<file path="config.mk">
export PLATFORM = sky130hd
export DESIGN_NAME = cfg_serial_loader
export DESIGN_NICKNAME = d
export VERILOG_FILES = /design/src/rtl/cfg_sloader_pkg.sv /design/src/rtl/cfg_phase_timer.sv /design/src/rtl/cfg_byte_shifter.sv /design/src/rtl/cfg_serial_loader.sv
export SDC_FILE = /design/constraint.sdc
export NUM_CORES = 1
export LEC_CHECK = 0
export ABC_AREA = 1
export BUFFER_PORTS_ARGS = -buffer_cell sky130_fd_sc_hd__buf_4
export CAP_MARGIN = 10
export CORE_MARGIN = 2
export CORE_UTILIZATION = 50
export CTS_CLUSTER_SIZE = 24
export DETAILED_ROUTE_END_ITERATION = 7
export PLACE_DENSITY_LB_ADDON = 0.2
export SKIP_CTS_REPAIR_TIMING = 1
export SLEW_MARGIN = 20
export SYNTH_ARGS = -nofsm -noshare
export SYNTH_HDL_FRONTEND = slang
export SYNTH_SLANG_ARGS = --single-unit
</file>
<file path="constraint.sdc">
create_clock -name clk -period 4 [get_ports clk]
set_clock_uncertainty 0.1 [all_clocks]
set_input_delay 0 -clock clk [delete_from_list [all_inputs] [get_ports clk]]
set_output_delay 0 -clock clk [all_outputs]
set_load 0.005 [all_outputs]
</file>
<file path="src/rtl/cfg_sloader_pkg.sv">
package cfg_sloader_pkg;

    typedef enum logic [3:0] {
        S_IDLE,
        S_ENTER,
        S_EXIT,
        S_FETCH,
        S_BIT_LO,
        S_BIT_SET,
        S_BIT_HI,
        S_FILL_CHK,
        S_FILL_LO,
        S_FILL_HI
    } ld_state_t;

    typedef enum logic [2:0] {
        RES_NONE        = 3'd0,
        RES_OK          = 3'd1,
        RES_TO_ENTER    = 3'd2,
        RES_TO_EXIT     = 3'd3,
        RES_CRC         = 3'd4,
        RES_TO_DONE     = 3'd5,
        RES_NO_READBACK = 3'd6
    } ld_result_t;

    // Timeout group: the long-wait timer restarts only when the group changes.
    function automatic logic [1:0] wait_group(ld_state_t s);
        case (s)
            S_ENTER:                         return 2'd1;
            S_EXIT:                          return 2'd2;
            S_FILL_CHK, S_FILL_LO, S_FILL_HI: return 2'd3;
            default:                         return 2'd0;
        endcase
    endfunction

    function automatic logic crc_fault(logic init_act, logic done_act);
        return init_act & ~done_act;
    endfunction

endpackage

</file>
<file path="src/rtl/cfg_phase_timer.sv">
module cfg_phase_timer #(
    parameter int unsigned LIMIT = 4
) (
    input  logic clk,
    input  logic rst,
    input  logic clr,
    output logic hit
);
    localparam int unsigned W = $clog2(LIMIT + 1);

    logic [W-1:0] cnt;

    assign hit = (cnt == W'(LIMIT - 1));

    always_ff @(posedge clk) begin
        if (rst || clr) begin
            cnt <= '0;
        end else if (!hit) begin
            cnt <= cnt + 1'b1;
        end
    end
endmodule

</file>
<file path="src/rtl/cfg_byte_shifter.sv">
module cfg_byte_shifter #(
    parameter int unsigned BYTE_W = 8
) (
    input  logic              clk,
    input  logic              rst,
    input  logic              load,
    input  logic [BYTE_W-1:0] data_in,
    input  logic              shift,
    output logic              msb,
    output logic              last_bit
);
    localparam int unsigned IW = $clog2(BYTE_W);

    logic [BYTE_W-1:0] sh;
    logic [IW-1:0]     idx;

    assign msb      = sh[BYTE_W-1];
    assign last_bit = (idx == IW'(BYTE_W - 1));

    always_ff @(posedge clk) begin
        if (rst) begin
            sh  <= '0;
            idx <= '0;
        end else if (load) begin
            sh  <= data_in;
            idx <= '0;
        end else if (shift) begin
            sh  <= {sh[BYTE_W-2:0], 1'b0};
            idx <= idx + 1'b1;
        end
    end
endmodule

</file>
<file path="src/rtl/cfg_serial_loader.sv">
module cfg_serial_loader
    import cfg_sloader_pkg::*;
#(
    parameter int unsigned DATA_W      = 8,
    parameter int unsigned PHASE_CYC   = 2,
    parameter int unsigned TIMEOUT_CYC = 500000
) (
    input  logic              clk,
    input  logic              rst,
    input  logic              start,
    input  logic              readback_req,
    input  logic [DATA_W-1:0] s_data,
    input  logic              s_valid,
    input  logic              s_last,
    output logic              s_ready,
    input  logic              init_i,
    input  logic              done_i,
    output logic              prog_o,
    output logic              cclk_o,
    output logic              din_o,
    output logic              busy,
    output logic [2:0]        status
);
    ld_state_t  state, nstate;
    ld_result_t result;
    logic       din_r, last_r;
    logic       pace_hit, wait_hit, pace_clr, wait_clr;
    logic       fault, accept, bit_msb, bit_last, bit_shift;

    assign fault     = crc_fault(init_i, done_i);
    assign s_ready   = (state == S_FETCH) && !fault;
    assign accept    = s_ready && s_valid;
    assign bit_shift = (state == S_BIT_HI) && pace_hit;
    assign pace_clr  = (nstate != state);
    assign wait_clr  = (wait_group(nstate) != wait_group(state));

    cfg_phase_timer #(.LIMIT(PHASE_CYC)) u_pace (
        .clk(clk), .rst(rst), .clr(pace_clr), .hit(pace_hit)
    );

    cfg_phase_timer #(.LIMIT(TIMEOUT_CYC)) u_wait (
        .clk(clk), .rst(rst), .clr(wait_clr), .hit(wait_hit)
    );

    cfg_byte_shifter #(.BYTE_W(DATA_W)) u_shift (
        .clk(clk), .rst(rst), .load(accept), .data_in(s_data),
        .shift(bit_shift), .msb(bit_msb), .last_bit(bit_last)
    );

    always_comb begin
        nstate = state;
        case (state)
            S_IDLE:     if (start) nstate = S_ENTER;
            S_ENTER:    if (init_i) nstate = S_EXIT;
                        else if (wait_hit) nstate = S_IDLE;
            S_EXIT:     if (!init_i) nstate = S_FETCH;
                        else if (wait_hit) nstate = S_IDLE;
            S_FETCH:    if (fault) nstate = S_IDLE;
                        else if (s_valid) nstate = S_BIT_LO;
            S_BIT_LO:   if (pace_hit) nstate = S_BIT_SET;
            S_BIT_SET:  if (pace_hit) nstate = S_BIT_HI;
            S_BIT_HI:   if (pace_hit) begin
                            if (!bit_last) nstate = S_BIT_LO;
                            else if (last_r) nstate = S_FILL_CHK;
                            else nstate = S_FETCH;
                        end
            S_FILL_CHK: if (done_i || wait_hit) nstate = S_IDLE;
                        else nstate = S_FILL_LO;
            S_FILL_LO:  if (pace_hit) nstate = S_FILL_HI;
            S_FILL_HI:  if (pace_hit) nstate = S_FILL_CHK;
            default:    nstate = S_IDLE;
        endcase
    end

    always_ff @(posedge clk) begin
        if (rst) begin
            state  <= S_IDLE;
            result <= RES_NONE;
            din_r  <= 1'b0;
            last_r <= 1'b0;
        end else begin
            state <= nstate;
            case (state)
                S_IDLE: begin
                    din_r <= 1'b0;
                    if (start) result <= RES_NONE;
                    else if (readback_req) result <= RES_NO_READBACK;
                end
                S_ENTER:    if (!init_i && wait_hit) result <= RES_TO_ENTER;
                S_EXIT:     if (init_i && wait_hit) result <= RES_TO_EXIT;
                S_FETCH:    if (fault) result <= RES_CRC;
                S_BIT_LO:   if (pace_hit) din_r <= bit_msb;
                S_FILL_CHK: begin
                    din_r <= 1'b1;
                    if (done_i) result <= RES_OK;
                    else if (wait_hit) result <= RES_TO_DONE;
                end
                default: ;
            endcase
            if (accept) last_r <= s_last;
        end
    end

    assign busy   = (state != S_IDLE);
    assign prog_o = (state == S_ENTER);
    assign cclk_o = (state == S_BIT_HI) || (state == S_FILL_HI);
    assign din_o  = din_r;
    assign status = result;
endmodule

</file>
# After elaboration in Yosys (flattened, before gate mapping)

Index checks and enable logic that the tools add are counted.

Add/subtract/negate cells: 3
Multiply operators: 0
Div/mod/pow operators: 0
Order comparisons: 0
Eq/ne operators: 25
Shift-type cells: 0
Mux-type cells: 29
Bitwise operators: 2
Reductions and logical operators: 21

Operators by type and width:

| operator                | count |
|---|---|
| $mux W4                 | 12 |
| $pmux W4 S10            | 1 |
| $mux W3                 | 9 |
| $eq A4 B3 Y1 const B    | 5 |
| $add A19 B1 Y19 const B | 1 |
| $eq A19 B19 Y1 const B  | 1 |
| $eq A4 B4 Y1 const B    | 4 |
| $mux W8                 | 2 |
| $pmux W3 S5             | 1 |
| $eq A4 B2 Y1 const B    | 3 |
| $pmux W2 S3             | 2 |
| $eq A4 B1 Y1 const B    | 2 |
| $ne A2 B2 Y1 const B    | 3 |
| $ne A3 B3 Y1 const B    | 2 |
| $reduce_and A6 Y1       | 1 |
| $reduce_or A3 Y1        | 2 |
| $logic_and A1 B1 Y1     | 5 |
| $reduce_bool A5 Y1      | 1 |
| $logic_not A4 Y1        | 1 |
| $logic_or A1 B1 Y1      | 4 |
| $ne A4 B4 Y1            | 1 |
| $reduce_bool A4 Y1      | 1 |
| $add A3 B1 Y3 const B   | 1 |
| $eq A3 B3 Y1 const B    | 1 |
| 13 further kinds        | 14 |

Flip-flop bits (word level): 41
Latch bits: 0
Memory bits (writable): 0
Bits in read-only memories: 0
Bits of input ports: 16
Output and inout bits: 8
Logic and storage cells: 88
Memories kept: 0

# Longest topological paths before layout

Depth after elaboration: 9
Depth in mapped cells: 17
Gate-level depth less buffers: 15

# Cells and area by module

From an unflattened synthesis, not the netlist that was laid out.

Cells, all modules: 421
Area, all modules: 2,640.0 µm²

By module, submodules not included:

| module                   | times used | cells each | area an instance (µm²) | seq. area each (µm²) |
|---|---|---|---|---|
| cfg_phase_timer (u_wait) | 1          | 179        | 1,128.6                | 380.4 |
| cfg_serial_loader        | 1          | 151        | 864.6                  | 180.2 |
| cfg_byte_shifter         | 1          | 74         | 525.5                  | 220.2 |
| cfg_phase_timer (u_pace) | 1          | 17         | 121.4                  | 40.0 |

# Least setup slack after synthesis

Ideal clock, no wire load.

Path kind: register to register
From: register u_pace.cnt[0]
To: register u_wait.cnt[9]
Setup time: 0.122 ns
Data arrival time: 1.817 ns
Required time: 3.778 ns
Setup slack: 1.961 ns
Cell stages (with the launch flop): 17
Path buffers: 2
Period minus slack after synthesis: 2.039 ns
Cells stage by stage: dfxtp_1 > ha_1 > buf_2 > inv_1 > nor2_1 > nand2_1 > a31oi_1 > nand2_1 > nor2_2 > inv_2 > nor2_1 > nand2_1 > nand2_1 > nand2_2 > nand2_4 > buf_8 > nor3_2

Longest elaborated chain between the ends: 8
Elaborated cells between the ends (all ways): 16
Classes of those cells: 7 x eq/ne; 7 x mux; 2 x reduce/logical

Ends and longest elaborated chain:

| element                                             | RTL line                | RTL |
|---|---|---|
| start, declared                                     | cfg_phase_timer.sv:11   | `logic [W-1:0] cnt;` |
| start signal, assigned                              | cfg_phase_timer.sv:19   | `cnt <= cnt + 1'b1;` |
| $eq A2 B1 Y1 *                                      | cfg_phase_timer.sv:13   | `assign hit = (cnt == W'(LIMIT - 1));` |
| $mux W4, on equally long branches                   | n/a                     |  |
| $pmux W4 S10 *                                      | cfg_serial_loader.sv:52 | `case (state)` |
| $eq A4 B3 Y1 / $eq A4 B4 Y1 (equally long branches) | cfg_sloader_pkg.sv:28   | `case (s)` |
| $reduce_or A3 Y1                                    | cfg_sloader_pkg.sv:28   |  |
| $pmux W2 S3 *                                       | cfg_sloader_pkg.sv:28   |  |
| $ne A2 B2 Y1 *                                      | cfg_serial_loader.sv:35 | `assign wait_clr = (wait_group(nstate) != wait_group(state));` |
| $logic_or A1 B1 Y1 *                                | cfg_phase_timer.sv:16   | `if (rst \|\| clr) begin` |
| end signal, assigned                                | cfg_phase_timer.sv:19   |  |
| end, declared                                       | cfg_phase_timer.sv:11   |  |

Mark *: on every way between the ends. The rest lies on a longest branch, timed or not.
A chain may end at the register's enable or synchronous reset.

# Worst setup path after layout

From: register state[0]
To: register u_wait.cnt[6]

Longest elaborated chain between the ends: 8
Elaborated cells between the ends (all ways): 33
Classes of those cells: 15 x eq/ne; 14 x mux; 4 x reduce/logical

Ends and longest elaborated chain:

| element                                             | RTL line                                                                  | RTL |
|---|---|---|
| start, declared                                     | cfg_serial_loader.sv:24                                                   | `ld_state_t state, nstate;` |
| start signal, assigned                              | cfg_serial_loader.sv:82                                                   | `state <= nstate;` |
| $mux W4, on equally long branches                   | cfg_serial_loader.sv:59, cfg_serial_loader.sv:55, cfg_serial_loader.sv:57 |  |
| $mux W4, on equally long branches                   | cfg_serial_loader.sv:58, cfg_serial_loader.sv:54, cfg_serial_loader.sv:56 |  |
| $pmux W4 S10                                        | cfg_serial_loader.sv:52                                                   |  |
| $eq A4 B3 Y1 / $eq A4 B4 Y1 (equally long branches) | cfg_sloader_pkg.sv:28                                                     |  |
| $reduce_or A3 Y1                                    | cfg_sloader_pkg.sv:28                                                     |  |
| $pmux W2 S3                                         | cfg_sloader_pkg.sv:28                                                     |  |
| $ne A2 B2 Y1 *                                      | cfg_serial_loader.sv:35                                                   |  |
| $logic_or A1 B1 Y1 *                                | cfg_phase_timer.sv:16                                                     |  |

Marks and branches as above.

==> metrics <==
RSZ-0062 raised after global routing=false; Clock Latency Late Sink=0.28 ns; flip-flop and latch area=821 um^2; Min-Delay Path Class=primary input to flip-flop; Clock transition at path regs=~0.08 ns; crit end category=flip-flop; Filler Cell Count=approximately 450; synth unique cells=36; Synth Area in Adders=1.99%; die width=~75 um; synth-to-layout area growth=16.0%; first-pass GRT wire length=8.40 mm; wire per inst=11.4 um; final wirelength=5.21 mm; vias in the first global route=1998; CTS root buffer=clkbuf_8; crit-path max FO=19; Tightest Pin Transition=around 0.53 ns; core area=around 4800 um^2; Post-DP HPWL=3.82 mm; post-synthesis compound-gate area fraction=8.03%; top cells by area, synth=dfxtp_1, nand2_1, inv_1, nor2_1, xor2_1; Worst slew margin=64.7%; Initial DRT Pass Iterations=4; final hold viol count=0; Pwr Total=0.984 mW; Pleak=between 1 and 1.5 nW; post-route ant nets=0; post-synth top area cell=dfxtp_1; mux contribution to synthesized area=0.399%; # DRC=0; Syn Area/Cell=between 7 and 8 um^2; RD Place Congestion=0.910; fin crit period=2.51 ns; Critical Path, Cell by Cell=nand2_2, nor2_4, nand2_2, nor2_2, nor2_1, nand2_1, nor2_2, inv_2, nand2_2, nand3_2, nand2_2, nor3_1; HP Start=start; largest family of logic cells by synthesized area=simple AND/OR/NAND/NOR gates; full die area=~5600 um^2; share of layout cells above drive strength 1=approximately a fifth; outcome=complete, no violations; largest net degree at the start of global routing=20; sequential area share after synthesis=32.7%; Antenna diodes=0; Synth Area in XOR/XNOR=under 10%; antenna violations before repair=0; num ports=24; # Max-Cap Violations=0; simple-gate share of the synthesized area=38.6%; slowest stage cell on the critical path=dfxtp_1; CP Launch Type=flip-flop; area post-placement=2710 um^2; Max IR drop VDD=189 uV; grt ovf=0; total global routing track utilization=between 15 and 20%; FF+latch count, synth=41; reg2reg path depth=12; Clock Path Buffers=2; Arr. time, crit path=about 2.6 ns; Max Clk Rate=399 MHz; Fin Setup TNS=0 ns; clk sinks=41; CP startpoint=state[0]; commonest non-fill, non-tap cell in the layout=nand2_1; vias per cell=4.94; Worst R2R End=u_wait.cnt[6]; most frequent cells in the layout=nand2_1, inv_1, dfxtp_1, nor2_1, buf_4; multi-input logic area=1390 um^2; die height=roughly 75 um; Rows=25; CP required=4.10 ns; via count=between 2000 and 2500; Synth Net Count=375; Final Cell Area=2910 um^2; yosys warns=0; CTS tree=built; Port Buffer Count=23; CP Class=flip-flop to flip-flop; hold endpoint=status[2]; power density over the cells=approximately 340 nW/um^2; Crit path top cell by count=nand2_2; Slowest Stage Delay on Critical Path=0.49 ns; TritonCTS Buffers=5; number of setup violations in the final report=0; R2R Path Start=state[0]; Syn Std Cell Area=approximately 2500 um^2; Total Nets Final=409; DRT iter0 DRCs=103; WHS Path Cells=4; Initial Util=52.4%; final slew viol count=0; Post-Syn Instances=355; post-synth top area share=about 33%; Final Cycle Share=62.7%; R2R setup slack=1.49 ns; H-tree depth=2
## cells in the mapped netlist, drive strengths merged
library cell / n
nand3: 19
xnor2: 3
o31ai: 1
clkinv: 2
o221ai: 5
a22oi: 1
or2: 1
mux2i: 1
clkbuf: 1
ha: 4
nand3b: 1
nand4: 9
nand2: 75
nor4b: 1
nor2: 47
nor3: 31
dfxtp: 41
nor4: 1
o21ai: 13
o211ai: 2
a21oi: 10
inv: 63
buf: 6
xor2: 15
a31oi: 2
## routing by layer
metal,share of wire (%),global-route usage [%]
met1,48,24.8
met2,49,32.4
met3,1.9,3.61
met4,1.8,6.35
met5,0,0
## final cells by class
cell class,count,area share (%)
clock inverters,1,0.258
inverters,65,8.38
multi-input cells,242,47.7
clock buffers,6,2.84
repair buffers,34,9.72
well taps,67,2.88
flip-flops and latches,41,28.2
## stage by stage
stage               cells  hold WS [ns]  worst slack (ns)  util, %
finish                456        0.0814              1.49     60.8
floorplan             355       -0.0309              1.96        -
CTS                   445        -0.219              1.48     58.5
detailed placement    438        0.0906              1.54     56.6
global placement      438        0.0881              1.57     56.6
global route          456         0.116              1.23     60.8
## worst max-delay path, delay by kind of cell (launching register included)
kind,cells,cell delay (ns)
buf+inv,1,0.06
flops,1,0.49
simple gates,11,1.77
## how the worst max path moves through the flow
| stage | endpoint | slack (ns) | cells after the start |
|---|---|---|---|
| floorplan | u_wait.cnt[9] | 1.96 | 16 |
| global placement | u_wait.cnt[3] | 1.57 | 11 |
| detailed placement | u_wait.cnt[5] | 1.54 | 12 |
| CTS | u_wait.cnt[6] | 1.48 | 12 |
| global route | u_wait.cnt[6] | 1.23 | 12 |
| finish | u_wait.cnt[6] | 1.49 | 12 |
## state kept, by name (all words and copies together), names as in the netlist
signal       count
last_r           1
status           3
u_pace.cnt       2
u_shift.sh       8
u_wait.cnt      19
state            4
u_shift.idx      3
din_o            1
## logic make-up after synthesis
logic type                 after synthesis
DFF                                     41
xor gates and xnor gates                18
and+or+nand+nor                        185
adders and majority gates                4
muxes                                    1
buffers and inverters                   72
AOI/OAI and AO/OA                       34
## where the power goes
| group | switching [mW] | internal [mW] |
|---|---|---|
| logic | 0.161 | 0.0967 |
| registers | 0.0202 | 0.433 |
| clock network | 0.137 | 0.136 |
| total | 0.318 | 0.666 |
Power figures use the tool's default switching activity.
